<file path="config.mk">
export PLATFORM = sky130hd
export DESIGN_NAME = flash_wprot
export DESIGN_NICKNAME = d
export VERILOG_FILES = /design/src/rtl/fwp_pkg.sv /design/src/rtl/fwp_bp_decode.sv /design/src/rtl/fwp_lock_bank.sv /design/src/rtl/fwp_status_reg.sv /design/src/rtl/flash_wprot.sv
export SDC_FILE = /design/constraint.sdc
export NUM_CORES = 1
export LEC_CHECK = 0
export BUFFER_PORTS_ARGS = -buffer_cell sky130_fd_sc_hd__buf_2
export CORE_MARGIN = 1
export CORE_UTILIZATION = 50
export CTS_CLUSTER_SIZE = 40
export DETAILED_ROUTE_END_ITERATION = 10
export PLACE_DENSITY = 0.79
export SKIP_LAST_GASP = 1
export SYNTH_ARGS = -nofsm -noshare
export SYNTH_HDL_FRONTEND = slang
export SYNTH_SLANG_ARGS = --single-unit
</file>
<file path="constraint.sdc">
create_clock -name clk -period 11.7 [get_ports clk]
set_input_delay 0 -clock clk [delete_from_list [all_inputs] [get_ports clk]]
set_output_delay 0 -clock clk [all_outputs]
set_load 0.01 [all_outputs]
</file>
<file path="src/rtl/fwp_pkg.sv">
// Package: shared field positions and operation codes for the flash
// write protection controller.
package fwp_pkg;
    localparam int SR_WIP    = 0;
    localparam int SR_WEL    = 1;
    localparam int SR_BP_LSB = 2;
    localparam int SR_BP_W   = 3;
    localparam int SR_SRWD   = 7;

    typedef enum logic [2:0] {
        OP_WREN      = 3'd0,
        OP_WRDI      = 3'd1,
        OP_WRSR      = 3'd2,
        OP_WRLR      = 3'd3,
        OP_PROG      = 3'd4,
        OP_SUBERASE  = 3'd5,
        OP_SECTERASE = 3'd6,
        OP_BULKERASE = 3'd7
    } fwp_op_e;
endpackage

</file>
<file path="src/rtl/fwp_bp_decode.sv">
// Block-protect range decoder.
// Given the block-protect field and a sector number, it says whether the
// sector lies in the protected top range. The range size is 2^(n-1)
// sectors, capped at the sector count. Purely combinational.
module fwp_bp_decode #(
    parameter int SECT_W = 5,
    parameter int BP_W   = 3
) (
    input  logic [BP_W-1:0]   bp_i,
    input  logic [SECT_W-1:0] sect_i,
    output logic              hit_o
);
    localparam int NUM_SECT = 1 << SECT_W;

    int span;

    // Work out how many top sectors are covered, then compare.
    always_comb begin
        if (bp_i == '0) begin
            span = 0;
        end else if ((int'(bp_i) - 1) >= SECT_W) begin
            span = NUM_SECT;
        end else begin
            span = 1 << (int'(bp_i) - 1);
        end
        hit_o = (span != 0) && (int'(sect_i) >= (NUM_SECT - span));
    end
endmodule

</file>
<file path="src/rtl/fwp_lock_bank.sv">
// Per-sector lock registers.
// Each sector holds a write-lock bit (bit 0) and a lock-down bit (bit 1).
// Once lock-down is set, that sector ignores writes until reset. Reset
// models power-up and loads LOCK_INIT.
module fwp_lock_bank #(
    parameter int         SECT_W    = 5,
    parameter logic [1:0] LOCK_INIT = 2'b00
) (
    input  logic                     clk,
    input  logic                     rst_n,
    input  logic                     wr_en_i,
    input  logic [SECT_W-1:0]        wr_sect_i,
    input  logic [1:0]               wr_bits_i,
    input  logic [SECT_W-1:0]        rd_sect_i,
    output logic [(1<<SECT_W)-1:0]   wlock_o,
    output logic [(1<<SECT_W)-1:0]   ldown_o,
    output logic [1:0]               rd_bits_o
);
    localparam int NUM_SECT = 1 << SECT_W;

    logic [1:0] lock_q [NUM_SECT];

    for (genvar g = 0; g < NUM_SECT; g++) begin : g_sect
        // Hold one sector's lock pair; frozen while its lock-down is set.
        always_ff @(posedge clk) begin
            if (!rst_n) begin
                lock_q[g] <= LOCK_INIT;
            end else if (wr_en_i && (wr_sect_i == SECT_W'(g)) && !lock_q[g][1]) begin
                lock_q[g] <= wr_bits_i;
            end
        end
        assign wlock_o[g] = lock_q[g][0];
        assign ldown_o[g] = lock_q[g][1];
    end

    // Read mux for the register read port.
    assign rd_bits_o = lock_q[rd_sect_i];
endmodule

</file>
<file path="src/rtl/fwp_status_reg.sv">
// Status register storage.
// Holds the latch, write-in-progress, block-protect field and
// status-write-disable bit. The caller decides what to update; this
// module only stores the result and formats the read value.
module fwp_status_reg
    import fwp_pkg::*;
#(
    parameter int BP_W = SR_BP_W
) (
    input  logic            clk,
    input  logic            rst_n,
    input  logic            wel_upd_i,
    input  logic            wel_d_i,
    input  logic            wip_set_i,
    input  logic            wip_clr_i,
    input  logic            sr_load_i,
    input  logic            srwd_d_i,
    input  logic [BP_W-1:0] bp_d_i,
    output logic            wel_o,
    output logic            wip_o,
    output logic            srwd_o,
    output logic [BP_W-1:0] bp_o,
    output logic [7:0]      status_o
);
    // Update the status fields from the decision logic.
    always_ff @(posedge clk) begin
        if (!rst_n) begin
            wel_o  <= 1'b0;
            wip_o  <= 1'b0;
            srwd_o <= 1'b0;
            bp_o   <= '0;
        end else begin
            if (wel_upd_i) wel_o <= wel_d_i;
            if (wip_set_i) wip_o <= 1'b1;
            else if (wip_clr_i) wip_o <= 1'b0;
            if (sr_load_i) begin
                srwd_o <= srwd_d_i;
                bp_o   <= bp_d_i;
            end
        end
    end

    // Assemble the byte seen by readers.
    always_comb begin
        status_o = '0;
        status_o[SR_WIP]  = wip_o;
        status_o[SR_WEL]  = wel_o;
        status_o[SR_BP_LSB +: BP_W] = bp_o;
        status_o[SR_SRWD] = srwd_o;
    end
endmodule

</file>
<file path="src/rtl/flash_wprot.sv">
// Flash write protection controller (top).
// It judges each request from the command decoder against the latch,
// write-in-progress, hardware-protected mode, the block-protect range and
// the per-sector locks. It answers with a registered grant or deny one
// cycle later. Assumes single-cycle request strobes and that op_done_i
// arrives only while a self-timed cycle is running.
module flash_wprot
    import fwp_pkg::*;
#(
    parameter int         SECT_W      = 5,
    parameter int         SECT_ADDR_W = 16,
    parameter logic [1:0] LOCK_INIT   = 2'b00
) (
    input  logic                          clk,
    input  logic                          rst_n,
    input  logic                          cmd_valid_i,
    input  logic [2:0]                    cmd_op_i,
    input  logic [SECT_W+SECT_ADDR_W-1:0] cmd_addr_i,
    input  logic [7:0]                    cmd_wdata_i,
    input  logic                          wp_n_i,
    input  logic                          op_done_i,
    input  logic [SECT_W-1:0]             lock_rd_sect_i,
    output logic [7:0]                    status_o,
    output logic [7:0]                    lock_rd_o,
    output logic                          grant_o,
    output logic                          deny_o
);
    localparam int ADDR_W   = SECT_W + SECT_ADDR_W;
    localparam int NUM_SECT = 1 << SECT_W;

    fwp_op_e                op;
    logic [SECT_W-1:0]      sect;
    logic                   wel, wip, srwd, hpm, bp_hit, ok;
    logic [SR_BP_W-1:0]     bp;
    logic [NUM_SECT-1:0]    wlock, ldown;
    logic [1:0]             lock_bits;
    logic                   is_timed;
    logic                   unused_addr_low;
    logic                   unused_wdata;

    assign op              = fwp_op_e'(cmd_op_i);
    assign sect            = cmd_addr_i[ADDR_W-1 -: SECT_W];
    assign hpm             = srwd && !wp_n_i;
    assign unused_addr_low = ^cmd_addr_i[SECT_ADDR_W-1:0];
    assign unused_wdata    = ^cmd_wdata_i[6:5];

    fwp_bp_decode #(.SECT_W(SECT_W), .BP_W(SR_BP_W)) bp_dec_i (
        .bp_i   (bp),
        .sect_i (sect),
        .hit_o  (bp_hit)
    );

    // Accept/refuse decision for the presented request.
    always_comb begin
        ok       = 1'b0;
        is_timed = 1'b0;
        unique case (op)
            OP_WREN, OP_WRDI: ok = 1'b1;
            OP_WRSR: begin
                ok       = wel && !hpm;
                is_timed = 1'b1;
            end
            OP_WRLR: ok = wel && !ldown[sect];
            OP_PROG, OP_SUBERASE, OP_SECTERASE: begin
                ok       = wel && !wlock[sect] && !bp_hit;
                is_timed = 1'b1;
            end
            OP_BULKERASE: begin
                ok       = wel && (bp == '0);
                is_timed = 1'b1;
            end
            default: ok = 1'b0;
        endcase
        if (wip) ok = 1'b0;
    end

    logic fire;
    assign fire = cmd_valid_i && !wip;

    fwp_status_reg #(.BP_W(SR_BP_W)) sr_i (
        .clk       (clk),
        .rst_n     (rst_n),
        .wel_upd_i (fire),
        .wel_d_i   (op == OP_WREN),
        .wip_set_i (fire && ok && is_timed),
        .wip_clr_i (op_done_i),
        .sr_load_i (fire && ok && (op == OP_WRSR)),
        .srwd_d_i  (cmd_wdata_i[SR_SRWD]),
        .bp_d_i    (cmd_wdata_i[SR_BP_LSB +: SR_BP_W]),
        .wel_o     (wel),
        .wip_o     (wip),
        .srwd_o    (srwd),
        .bp_o      (bp),
        .status_o  (status_o)
    );

    fwp_lock_bank #(.SECT_W(SECT_W), .LOCK_INIT(LOCK_INIT)) lock_i (
        .clk       (clk),
        .rst_n     (rst_n),
        .wr_en_i   (fire && ok && (op == OP_WRLR)),
        .wr_sect_i (sect),
        .wr_bits_i (cmd_wdata_i[1:0]),
        .rd_sect_i (lock_rd_sect_i),
        .wlock_o   (wlock),
        .ldown_o   (ldown),
        .rd_bits_o (lock_bits)
    );

    assign lock_rd_o = {6'b0, lock_bits};

    // Register the answer so it appears exactly one cycle after the request.
    always_ff @(posedge clk) begin
        if (!rst_n) begin
            grant_o <= 1'b0;
            deny_o  <= 1'b0;
        end else begin
            grant_o <= cmd_valid_i && ok;
            deny_o  <= cmd_valid_i && !ok;
        end
    end
endmodule

</file>
==> reports/metrics.yaml, run 1 <==
yosys:
  synth_top_area_cell: "edfxtp_1"
  yosysUniqueCellTypes: 48
  ys_ff_latch: 72
  synth_warnings: 0
  yosys-top-cells-count: "nor4_1 (67), edfxtp_1 (64), mux4_2 (38)"
  ys.flop_type: "edfxtp_1"
  synth_most_common_cell: "nor4_1"
  synth_top_area_frac: 0.374
  async_flop_share: 0
  synth_edf_count: 64
  synth_area_per_cell_um2: 12.1
  syn_inst: 424
  synth_area_mm2: 0.00514
  ys_seq_area_frac: 0.405
  ys_top_cells_by_area: "edfxtp_1 (37%), mux4_2 (17%), nor4_1 (8.2%)"
floorplanning:
  rows: 36
  ios: 60
  coreArea_mm2: 0.00986
  die_h_um: 103
  die-area_mm2: 0.0107
  initial_core_util: 0.521
  fp.dieW_um: 103
sta:
  fin_skew_ps: 15.7
  period_share: 0.459
  final_max_slew_viol_count: 0
  worst_pin_slew_ps: 1120
  relSlewSlack: 0.248
  clock.fmax_ghz: 0.186
  rsz0062_at_grt: "no"
  hold_violations: 0
  finalSetupTns_ps: 0
  period_needed_ps: 5370
  setup_viol: 0
detailed_routing:
  wl_um: 12100
  drt_first_iter_violations: 381
  drtPass1Iterations: 5
  ant_nets: 0
  via_per_inst: 6.86
  dr_total_vias: 3884
  drc: 0
  wl_per_cell_um: 21.5
critical_path:
  critPathBufInv: 3
  cp_cell_sequence: "inv_1, ha_1, or2_2, o21ai_0, and2_1, inv_1, ha_1, nand2_1, nor2_1, a31o_2, ha_1, nand2_1, o21ai_0, o31ai_1, a311oi_1, or2_4, buf_4, o31ai_1"
  reg2reg_depth: 18
  slowest_delay_ps: 680
  critPathArrivalTime_ps: 5440
  cp_slowest_cell: "buf_4"
  critical_path.top_delay_family: "compound AO/OA/AOI/OAI gates"
  cp_num_cells: 18
  critPathKind: "flip-flop to flip-flop"
  crit_path_start_kind: "flip-flop"
  endpoint_kind: "flip-flop"
  crit_top_cell: "ha_1"
  required_ps: 11770
  crit_fanout: 64
placed_design:
  detailed_place_hpwl_um: 8270
  numPortBuffers: 33
  place_congestion: 0.855
  post_dp_cell_area_mm2: 0.00520
final_layout:
  nets: 482
  multiInputGateArea_mm2: 0.00273
  register_area_mm2: 0.00208
  num-fill-cells: 788
  syn2layout_area_growth_pct: 5.99
  n_antenna_cell: 0
  drive_gt1_frac: 0.344
  final_cell_area_mm2: 0.00545
clock_tree:
  cts_buffer_depth: 2
  insertion_delay_ps: 360
  numCtsBuffers: 9
  cts_resized: 0
  clk_pin_slew_ps: 80
  postCtsHoldBufs: 6
  root_buffer: "clkbuf_8"
  postCtsSetupRepairBufs: 0
  clkSinkCount: 72
  cts_tree: "built"
  htreeDepth: 3
status:
  status: "completed"
power:
  pwr-share-comb: 0.152
  seq_power_share: 0.512
  total_leakage_power_nw: 1.77
  p_sw_frac: 0.266
  p_int_mw: 0.421
  power_switching_mw: 0.152
  clock_power_share: 0.336
  irDropWorstVdd_mv: 0.0463
  power_density_mw_per_mm2: 105
global_route:
  grt_pass1_wl_um: 19100
  antenna_found_initial: 0
  grt_pass1_vias: 3683
  overflow: 0
  grt_max_degree: 65
  grt.total_usage: 0.242
min_path:
  min_path_cells: 4
  min_path_type: "input pin to flip-flop"
flow_run:
  drv_cap: 0
through the flow:
stage | instances | utilization | setup slack [ps] | hold slack, ps | total power, mW
floorplan | 431 | - | 7560 | 97.3 | 0.365
global placement | 544 | 0.527 | 6670 | 193 | 0.380
detailed placement | 544 | 0.527 | 6460 | 199 | 0.383
CTS | 566 | 0.552 | 6440 | 0.575 | 0.573
global route | 566 | 0.552 | 6040 | 86.5 | 0.592
finish | 566 | 0.552 | 6330 | 6.23 | 0.573
worst reg2reg max path: stages (launching register included):
cell and delay, ps:
dfxtp_1 500, inv_1 140, ha_1 320, or2_2 300
o21ai_0 340, and2_1 220, inv_1 50, ha_1 260
nand2_1 110, nor2_1 40, a31o_2 220, ha_1 290
nand2_1 60, o21ai_0 210, o31ai_1 140, a311oi_1 420
or2_4 500, buf_4 690, o31ai_1 270
power groups by stage:
stage          clock, mW  combinational, mW  sequential, mW
6_report           0.193             0.0869           0.293
5_1_grt            0.205             0.0929           0.294
4_1_cts            0.194             0.0861           0.293
3_5_place_dp           0             0.0841           0.299
3_3_place_gp           0             0.0813           0.298
2_1_floorplan          0             0.0689           0.296
sequential cells by signal (all words and copies together) (netlist names):
signal,flops
grant_o,1
lock_i.lock_q,64
sr_i.bp_o,3
sr_i.wip_o,1
deny_o,1
sr_i.srwd_o,1
sr_i.wel_o,1
final timing paths:
| check | slack (ps) | to | startpoint |
|---|---|---|---|
| min reg2reg | 480 | sr_i.srwd_o | sr_i.srwd_o |
| min | 6 | sr_i.wel_o | cmd_op_i[0] |
| max reg2reg | 6330 | lock_i.lock_q[31][0] | sr_i.bp_o[0] |
| max | 6330 | lock_i.lock_q[31][0] | sr_i.bp_o[0] |
placed cells by master (no fill, tap or decap), drive strengths merged, types with 3 or more instances in the layout:
cell,count
a21oi,9
a31oi,3
buf,35
clkbuf,10
clkinv,5
conb,8
dfxtp,8
dlygate4sd3,6
edfxtp,64
ha,12
inv,9
mux2,3
mux2i,7
mux4,38
nand2,26
nand2b,9
nand3,3
nand3b,4
nor2,10
nor2b,4
nor4,67
o21ai,3
o31ai,23
o41ai,12
or2,25
or3,9
routing by layer:
metal / global-route usage / routed length [µm] / vias to the layer above / part of all wire
li1: - / - / 1710 / -
met1: 0.326 / 4970 / 1932 / 0.41
met2: 0.380 / 5850 / 206 / 0.48
met3: 0.0423 / 974 / 36 / 0.080
met4: 0.124 / 355 / 0 / 0.029
met5: 0 / 0 / - / 0
cells by family (layout without fill, tap and decap cells):
group           after synthesis  in the layout  share of synthesized area
buf+inv                      65             67                     0.0687
xor+xnor                      2              2                    0.00341
flops                        72             72                      0.405
simple gates                162            162                      0.180
compound gates               62             62                      0.125
other cells                   1              8                   0.000730
mux                          48             48                      0.187
fa+ha+maj                    12             12                     0.0292
cell type report:
type | instances | share of cell area
multi-input combinational | 294 | 0.502
clock buffer | 10 | 0.0234
clock inverter | 6 | 0.0110
sequential | 72 | 0.382
inverter | 10 | 0.00689
tap | 133 | 0.0306
timing repair buffer | 41 | 0.0441
Note: power is estimated with default switching activity, not from simulation.
==> run 2, diff against run 1 <==
- PLACE_DENSITY: 0.79 -> 0.82
- clock period: 11.7 -> 4.67 ns (I/O delays scaled with it)
==> run 2 against run 1 <==
Effect of this change: hold slack improved by 30 ps; worst setup slack worse by 6100 ps; wire length increased by 3.7%; register-to-register slack worse by 6100 ps; via count grew 0.77%; sequential power increased to 2.5 times the previous value; first-iteration DRC count fell by 10%; utilization rose by 0.91 points; cell count grew 0.71%; critical endpoint is now lock_i.lock_q[4][0]; largest cell class unchanged.
==> reports/metrics.yaml, run 2 (synthesis gave the netlist of run 1 again) <==
status:
  status: "completed"  # unchanged
critical_path:
  required_ps: 4690  # was 11770 ps
  reg2reg_from: "sr_i.bp_o[1]"  # was sr_i.bp_o[0]
  crit_path_start_kind: "flip-flop"  # unchanged
  startpoint: "sr_i.bp_o[1]"  # was sr_i.bp_o[0]
  endpoint_kind: "flip-flop"  # unchanged
  crit_fanout: 49  # was 64
  critPathKind: "flip-flop to flip-flop"  # unchanged
  critPathArrivalTime_ps: 4400  # was 5440 ps
final_layout:
  reg_top3: "lock_i.lock_q (64), sr_i.bp_o (3)"  # unchanged
  drive_gt1_frac: 0.353  # was 0.344
  largest_register_ffs: 64  # unchanged
  final_cell_area_mm2: 0.00554  # was 0.00545 mm²
  final_cell_mix: "nor4_1 (67), edfxtp_1 (64), mux4_2 (38), buf_2 (33), nand2_1 (26)"  # unchanged
  post_layout_nonfiller_instances: 570  # was 566
  largest_register: "lock_i.lock_q"  # unchanged
  layout_commonest_cell: "nor4_1"  # unchanged
  nets: 485  # was 482
  syn2layout_area_growth_pct: 7.74  # was 5.99%
  num-fill-cells: 755  # was 788
sta:
  fin_skew_ps: 10.5  # was 15.7 ps
  hold_violations: 0  # unchanged
  clock.fmax_ghz: 0.228  # was 0.186 GHz
  period_needed_ps: 4390  # was 5370 ps
  worst_pin_slew_ps: 1070  # was 1120 ps
  setup_viol: 0  # unchanged
  period_share: 0.940  # was 0.459
  finalSetupTns_ps: 0  # unchanged
  final_max_slew_viol_count: 0  # unchanged
  relSlewSlack: 0.286  # was 0.248
  fin_ws_ps: 281  # was 6330 ps
  rsz0062_at_grt: "no"  # unchanged
global_route:
  grt.total_usage: 0.245  # was 0.242
  overflow: 0  # unchanged
  antenna_found_initial: 0  # unchanged
  grt_pass1_wl_um: 19100  # about the same
  grt_max_degree: 50  # was 65
  grt_pass1_vias: 3653  # was 3683
flow_run:
  drv_cap: 0  # unchanged
floorplanning:
  fp.dieW_um: 103  # unchanged
  coreArea_mm2: 0.00986  # unchanged
  rows: 36  # unchanged
  die-area_mm2: 0.0107  # unchanged
  initial_core_util: 0.521  # unchanged
  ios: 60  # unchanged
  die_h_um: 103  # unchanged
power:
  irDropWorstVdd_mv: 0.122  # was 0.0463 mV
  clock_power_share: 0.361  # was 0.336
  power_density_mw_per_mm2: 271  # was 105 mW/mm²
  power_switching_mw: 0.392  # was 0.152 mW
  finalPower_mw: 1.50  # was 0.573 mW
  total_leakage_power_nw: 1.83  # was 1.77 nW
  p_sw_frac: 0.261  # was 0.266
  seq_power_share: 0.490  # was 0.512
  pwr-share-comb: 0.149  # was 0.152
  p_int_mw: 1.11  # was 0.421 mW
clock_tree:
  numCtsBuffers: 9  # unchanged
  root_buffer: "clkbuf_8"  # unchanged
  cts_tree: "built"  # unchanged
  postCtsSetupRepairBufs: 0  # unchanged
  cts_buffer_depth: 2  # unchanged
  clkSinkCount: 72  # unchanged
  htreeDepth: 3  # unchanged
  clk_pin_slew_ps: 80  # about the same
  insertion_delay_ps: 370  # was 360 ps
placed_design:
  place_congestion: 0.867  # was 0.855
  post_dp_cell_area_mm2: 0.00525  # was 0.00520 mm²
  dpl.cell_count: 547  # was 544
  detailed_place_hpwl_um: 8590  # was 8270 µm
  post-place-ws_ps: 252  # was 6460 ps
  numPortBuffers: 33  # unchanged
detailed_routing:
  via_per_inst: 6.87  # was 6.86
  dr_total_vias: 3914  # was 3884
  ant_nets: 0  # unchanged
  drc: 0  # unchanged
  wl_per_cell_um: 22.1  # was 21.5 µm
  drt_first_iter_violations: 343  # was 381
  drtPass1Iterations: 5  # unchanged
  wl_um: 12600  # was 12100 µm
min_path:
  hp-start: "cmd_op_i[1]"  # was cmd_op_i[0]
  min_path_type: "input pin to flip-flop"  # unchanged
run 2: what timing repair did:
| action | 4_1_cts | 5_1_grt |
|---|---|---|
| hold buffers | 6 | 0 |
| gates resized for setup | 0 | 3 |
| hold endpoints to repair | 6 | 0 |
| endpoints found under the setup margin | 0 | 27 |
run 2: path summary, 6_finish.rpt:
check | to | slack, ps | cells after the start
setup / recovery | lock_i.lock_q[4][0] | 280 | 18
hold / removal | sr_i.wip_o | 40 | 3
setup reg to reg | lock_i.lock_q[4][0] | 280 | 18
hold reg to reg | sr_i.srwd_o | 480 | 2
run 2: power groups by stage:
stage,clock [mW],sequential [mW],combinational (mW)
finish,0.542,0.736,0.223
global route,0.566,0.737,0.239
CTS,0.543,0.735,0.219
detailed placement,0,0.750,0.214
global placement,0,0.747,0.206
floorplan,0,0.741,0.173
run 2: worst max-delay path: stages, from the launching register on:
cell,delay (ps)
dfxtp_2,400
inv_1,110
ha_1,280
or2_2,300
o21ai_0,230
and2_1,200
inv_1,50
ha_1,250
nand2_1,100
nor2_1,40
a31o_2,220
ha_1,280
a21oi_1,140
o21ai_0,110
o31ai_1,100
a311oi_1,220
or2_4,330
buf_12,190
o41ai_2,470
run 2: through the flow:
stage | hold WS, ps | utilization
6_report | 36.4 | 0.561
3_3_place_gp | 199 | 0.532
4_1_cts | 24.9 | 0.559
2_1_floorplan | 97.3 | -
3_5_place_dp | 199 | 0.532
5_1_grt | 38.4 | 0.561
run 2: metal layers:
metal	vias up	global-route usage	wire length, µm	part of all wire
met3	36	0.0544	1210	0.096
met4	0	0.122	452	0.036
met2	258	0.408	6290	0.50
met5	-	0	0	0
met1	1897	0.302	4640	0.37
li1	1723	-	-	-
run 2: layout make-up:
| type | count | area [µm²] | area share |
|---|---|---|---|
| Timing Repair Buffer | 44 | 288 | 0.0520 |
| Sequential cell | 72 | 2080 | 0.376 |
| Tap cell | 133 | 166 | 0.0301 |
| Clock buffer | 9 | 124 | 0.0224 |
| Antenna cell | 1 | 2.50 | 0.000452 |
| Multi-Input combinational cell | 294 | 2750 | 0.496 |
| Clock inverter | 7 | 86.3 | 0.0156 |
| Inverter | 10 | 37.5 | 0.00678 |
==> run 3, diff against run 2 <==
- CAP_MARGIN: not set -> 20
- CORE_MARGIN: 1 -> 1.5
==> run 3 against run 2 <==
Effect of this change: clock-buffer cell count is the same; first-iteration DRC count is 64% higher; sequential power about the same; die area grew 1.9%; via count is 1.2% higher; power up 4.2%; global-route usage fell by 0.43 points; combinational power up 3%; highest routed layer unchanged.
==> reports/metrics.yaml, run 3 (synthesis gave the netlist of run 1 again) <==
global_route:
  top_usage_layer: "met2"  # unchanged
  grt.total_usage: 0.241  # was 0.245
  overflow: 0  # unchanged
  grt_util_met1: 0.326  # was 0.302
  grt_use_met3: 0.0370  # was 0.0544
  antenna_found_initial: 0  # unchanged
  grt_max_degree: 44  # was 50
  grt_pass1_wl_um: 20400  # was 19100 µm
  use_met2: 0.384  # was 0.408
  grt_pass1_vias: 3751  # was 3653
critical_path:
  crit_fanout: 13  # was 49
  regToRegSetupSlack_ps: 260  # was 280 ps
  critPathArrivalTime_ps: 4440  # was 4400 ps
  critPathBufInv: 2  # was 3
  critical_path.top_delay_family: "compound AO/OA/AOI/OAI gates"  # unchanged
  slowest_delay_ps: 630  # was 470 ps
  reg2reg_from: "sr_i.bp_o[1]"  # unchanged
  required_ps: 4700  # was 4690 ps
  critPathKind: "flip-flop to flip-flop"  # unchanged
  reg2reg_depth: 15  # was 18
  crit_path_start_kind: "flip-flop"  # unchanged
  cp_slowest_cell: "or4b_2"  # was o41ai_2
  endpoint_kind: "flip-flop"  # unchanged
  cp_cell_sequence: "inv_1, ha_1, or4b_2, a211o_1, o31ai_1, nor2_1, a31o_2, ha_1, a21oi_1, o21ai_0, o31ai_1, a311oi_2, or2_4, buf_4, o41ai_2"  # was inv_1, ha_1, or2_2, o21ai_0, and2_1, inv_1, ha_1, nand2_1, nor2_1, a31o_2, ha_1, a21oi_1, o21ai_0, o31ai_1, a311oi_1, or2_4, buf_12, o41ai_2
  reg2reg_to: "lock_i.lock_q[6][0]"  # was lock_i.lock_q[4][0]
placed_design:
  detailed_place_hpwl_um: 8620  # was 8590 µm
  post_dp_cell_area_mm2: 0.00527  # was 0.00525 mm²
  numPortBuffers: 33  # unchanged
  place_congestion: 0.894  # was 0.867
sta:
  hold_violations: 0  # unchanged
  setup_viol: 0  # unchanged
  relSlewSlack: 0.327  # was 0.286
  period_needed_ps: 4410  # was 4390 ps
  final_max_slew_viol_count: 0  # unchanged
  clock.fmax_ghz: 0.227  # was 0.228 GHz
  holdWs_ps: 45.1  # was 36.4 ps
  worst_pin_slew_ps: 1010  # was 1070 ps
  fin_skew_ps: 6.36  # was 10.5 ps
  period_share: 0.944  # was 0.940
final_layout:
  largest_register: "lock_i.lock_q"  # unchanged
  num-fill-cells: 752  # was 755
  final_cell_mix: "nor4_1 (67), edfxtp_1 (64), mux4_2 (38), buf_2 (33), nand2_1 (26)"  # unchanged
  largest_register_ffs: 64  # unchanged
  nets: 490  # was 485
  final_cell_area_mm2: 0.00563  # was 0.00554 mm²
  multiInputGateArea_mm2: 0.00276  # was 0.00275 mm²
  register_area_mm2: 0.00208  # unchanged
  reg_top3: "lock_i.lock_q (64), sr_i.bp_o (3)"  # unchanged
  syn2layout_area_growth_pct: 9.50  # was 7.74%
  layout_commonest_cell: "nor4_1"  # unchanged
  final_util: 0.570  # was 0.561
  n_antenna_cell: 0  # was 1
  drive_gt1_frac: 0.361  # was 0.353
detailed_routing:
  dr_total_vias: 3961  # was 3914
  drt_first_iter_violations: 561  # was 343
  drc: 0  # unchanged
  wl_um: 12700  # was 12600 µm
  wl_per_cell_um: 22.1  # about the same
  ant_nets: 0  # unchanged
  drtPass1Iterations: 5  # unchanged
  via_per_inst: 6.90  # was 6.87
power:
  power_density_mw_per_mm2: 278  # was 271 mW/mm²
  total_leakage_power_nw: 1.87  # was 1.83 nW
  irDropWorstVdd_mv: 0.165  # was 0.122 mV
  finalPower_mw: 1.56  # was 1.50 mW
clock_tree:
  root_buffer: "clkbuf_8"  # unchanged
  insertion_delay_ps: 360  # was 370 ps
  cts_tree: "built"  # unchanged
  clkSinkCount: 72  # unchanged
  numCtsBuffers: 9  # unchanged
  clk_pin_slew_ps: 80  # about the same
  htreeDepth: 3  # unchanged
  cts_buffer_depth: 2  # unchanged
min_path:
  hp-start: "cmd_op_i[1]"  # unchanged
  min_path_cells: 4  # was 3
  min_path_type: "input pin to flip-flop"  # unchanged
  holdPathEnd: "sr_i.wel_o"  # was sr_i.wip_o
flow_run:
  drv_cap: 0  # unchanged
floorplanning:
  fp.dieW_um: 104  # was 103 µm
  die-area_mm2: 0.0109  # was 0.0107 mm²
  ios: 60  # unchanged
  die_h_um: 104  # was 103 µm
  coreArea_mm2: 0.00986  # unchanged
  rows: 36  # unchanged
  initial_core_util: 0.521  # unchanged
status:
  status: "completed"  # unchanged
-- run 3: worst register-to-register path, stage by stage, from the launching register on --
cell and delay (ps):
dfxtp_2 410, inv_1 110, ha_1 280, or4b_2 630
a211o_1 350, o31ai_1 110, nor2_1 80, a31o_2 220
ha_1 280, a21oi_1 130, o21ai_0 100, o31ai_1 130
a311oi_2 220, or2_4 390, buf_4 210, o41ai_2 420
-- run 3: area by class of cell --
cell class | count | area share
Sequential cell | 72 | 0.370
Tap cell | 133 | 0.0296
Timing Repair Buffer | 49 | 0.0596
Multi-Input combinational cell | 294 | 0.491
Clock inverter | 7 | 0.0211
Inverter | 10 | 0.00667
Clock buffer | 9 | 0.0220
-- run 3: power breakdown --
part	internal [mW]	total, mW	switching (mW)	leakage, nW
sequential	0.719	0.735	0.0160	0.726
combinational	0.0970	0.229	0.132	1.03
clock	0.355	0.601	0.245	0.117
-- run 3: how the worst max path moves through the flow --
stage | cells past startpoint | start | end
after detailed placement | 17 | sr_i.bp_o[1] | lock_i.lock_q[7][0]
after CTS | 17 | sr_i.bp_o[1] | lock_i.lock_q[7][1]
after global routing | 18 | sr_i.bp_o[1] | lock_i.lock_q[6][0]
after floorplan | 20 | sr_i.bp_o[0] | lock_i.lock_q[20][0]
after global placement | 15 | sr_i.bp_o[1] | lock_i.lock_q[4][0]
final | 15 | sr_i.bp_o[1] | lock_i.lock_q[6][0]
-- run 3: per-layer routing --
layer,up-vias,part of all wire,wire length (µm)
met3,37,0.085,1080
met4,0,0.034,437
met5,-,0,0
met1,1934,0.39,4890
met2,265,0.49,6260
li1,1725,-,-
-- run 3: per-stage QoR --
step	TNS [ps]	setup slack, ps	instances
after floorplan	0	528	431
after global placement	0	341	550
after detailed placement	0	124	550
after CTS	0	105	573
after global routing	-0.440	-0.440	574
final	0	260	574
-- run 3: timing repair --
action	4_1_cts	5_1_grt
hold buffers	7	0
gates resized for setup	0	5
hold endpoints to repair	7	0
endpoints found under the setup margin	0	124
setup buffers	0	0
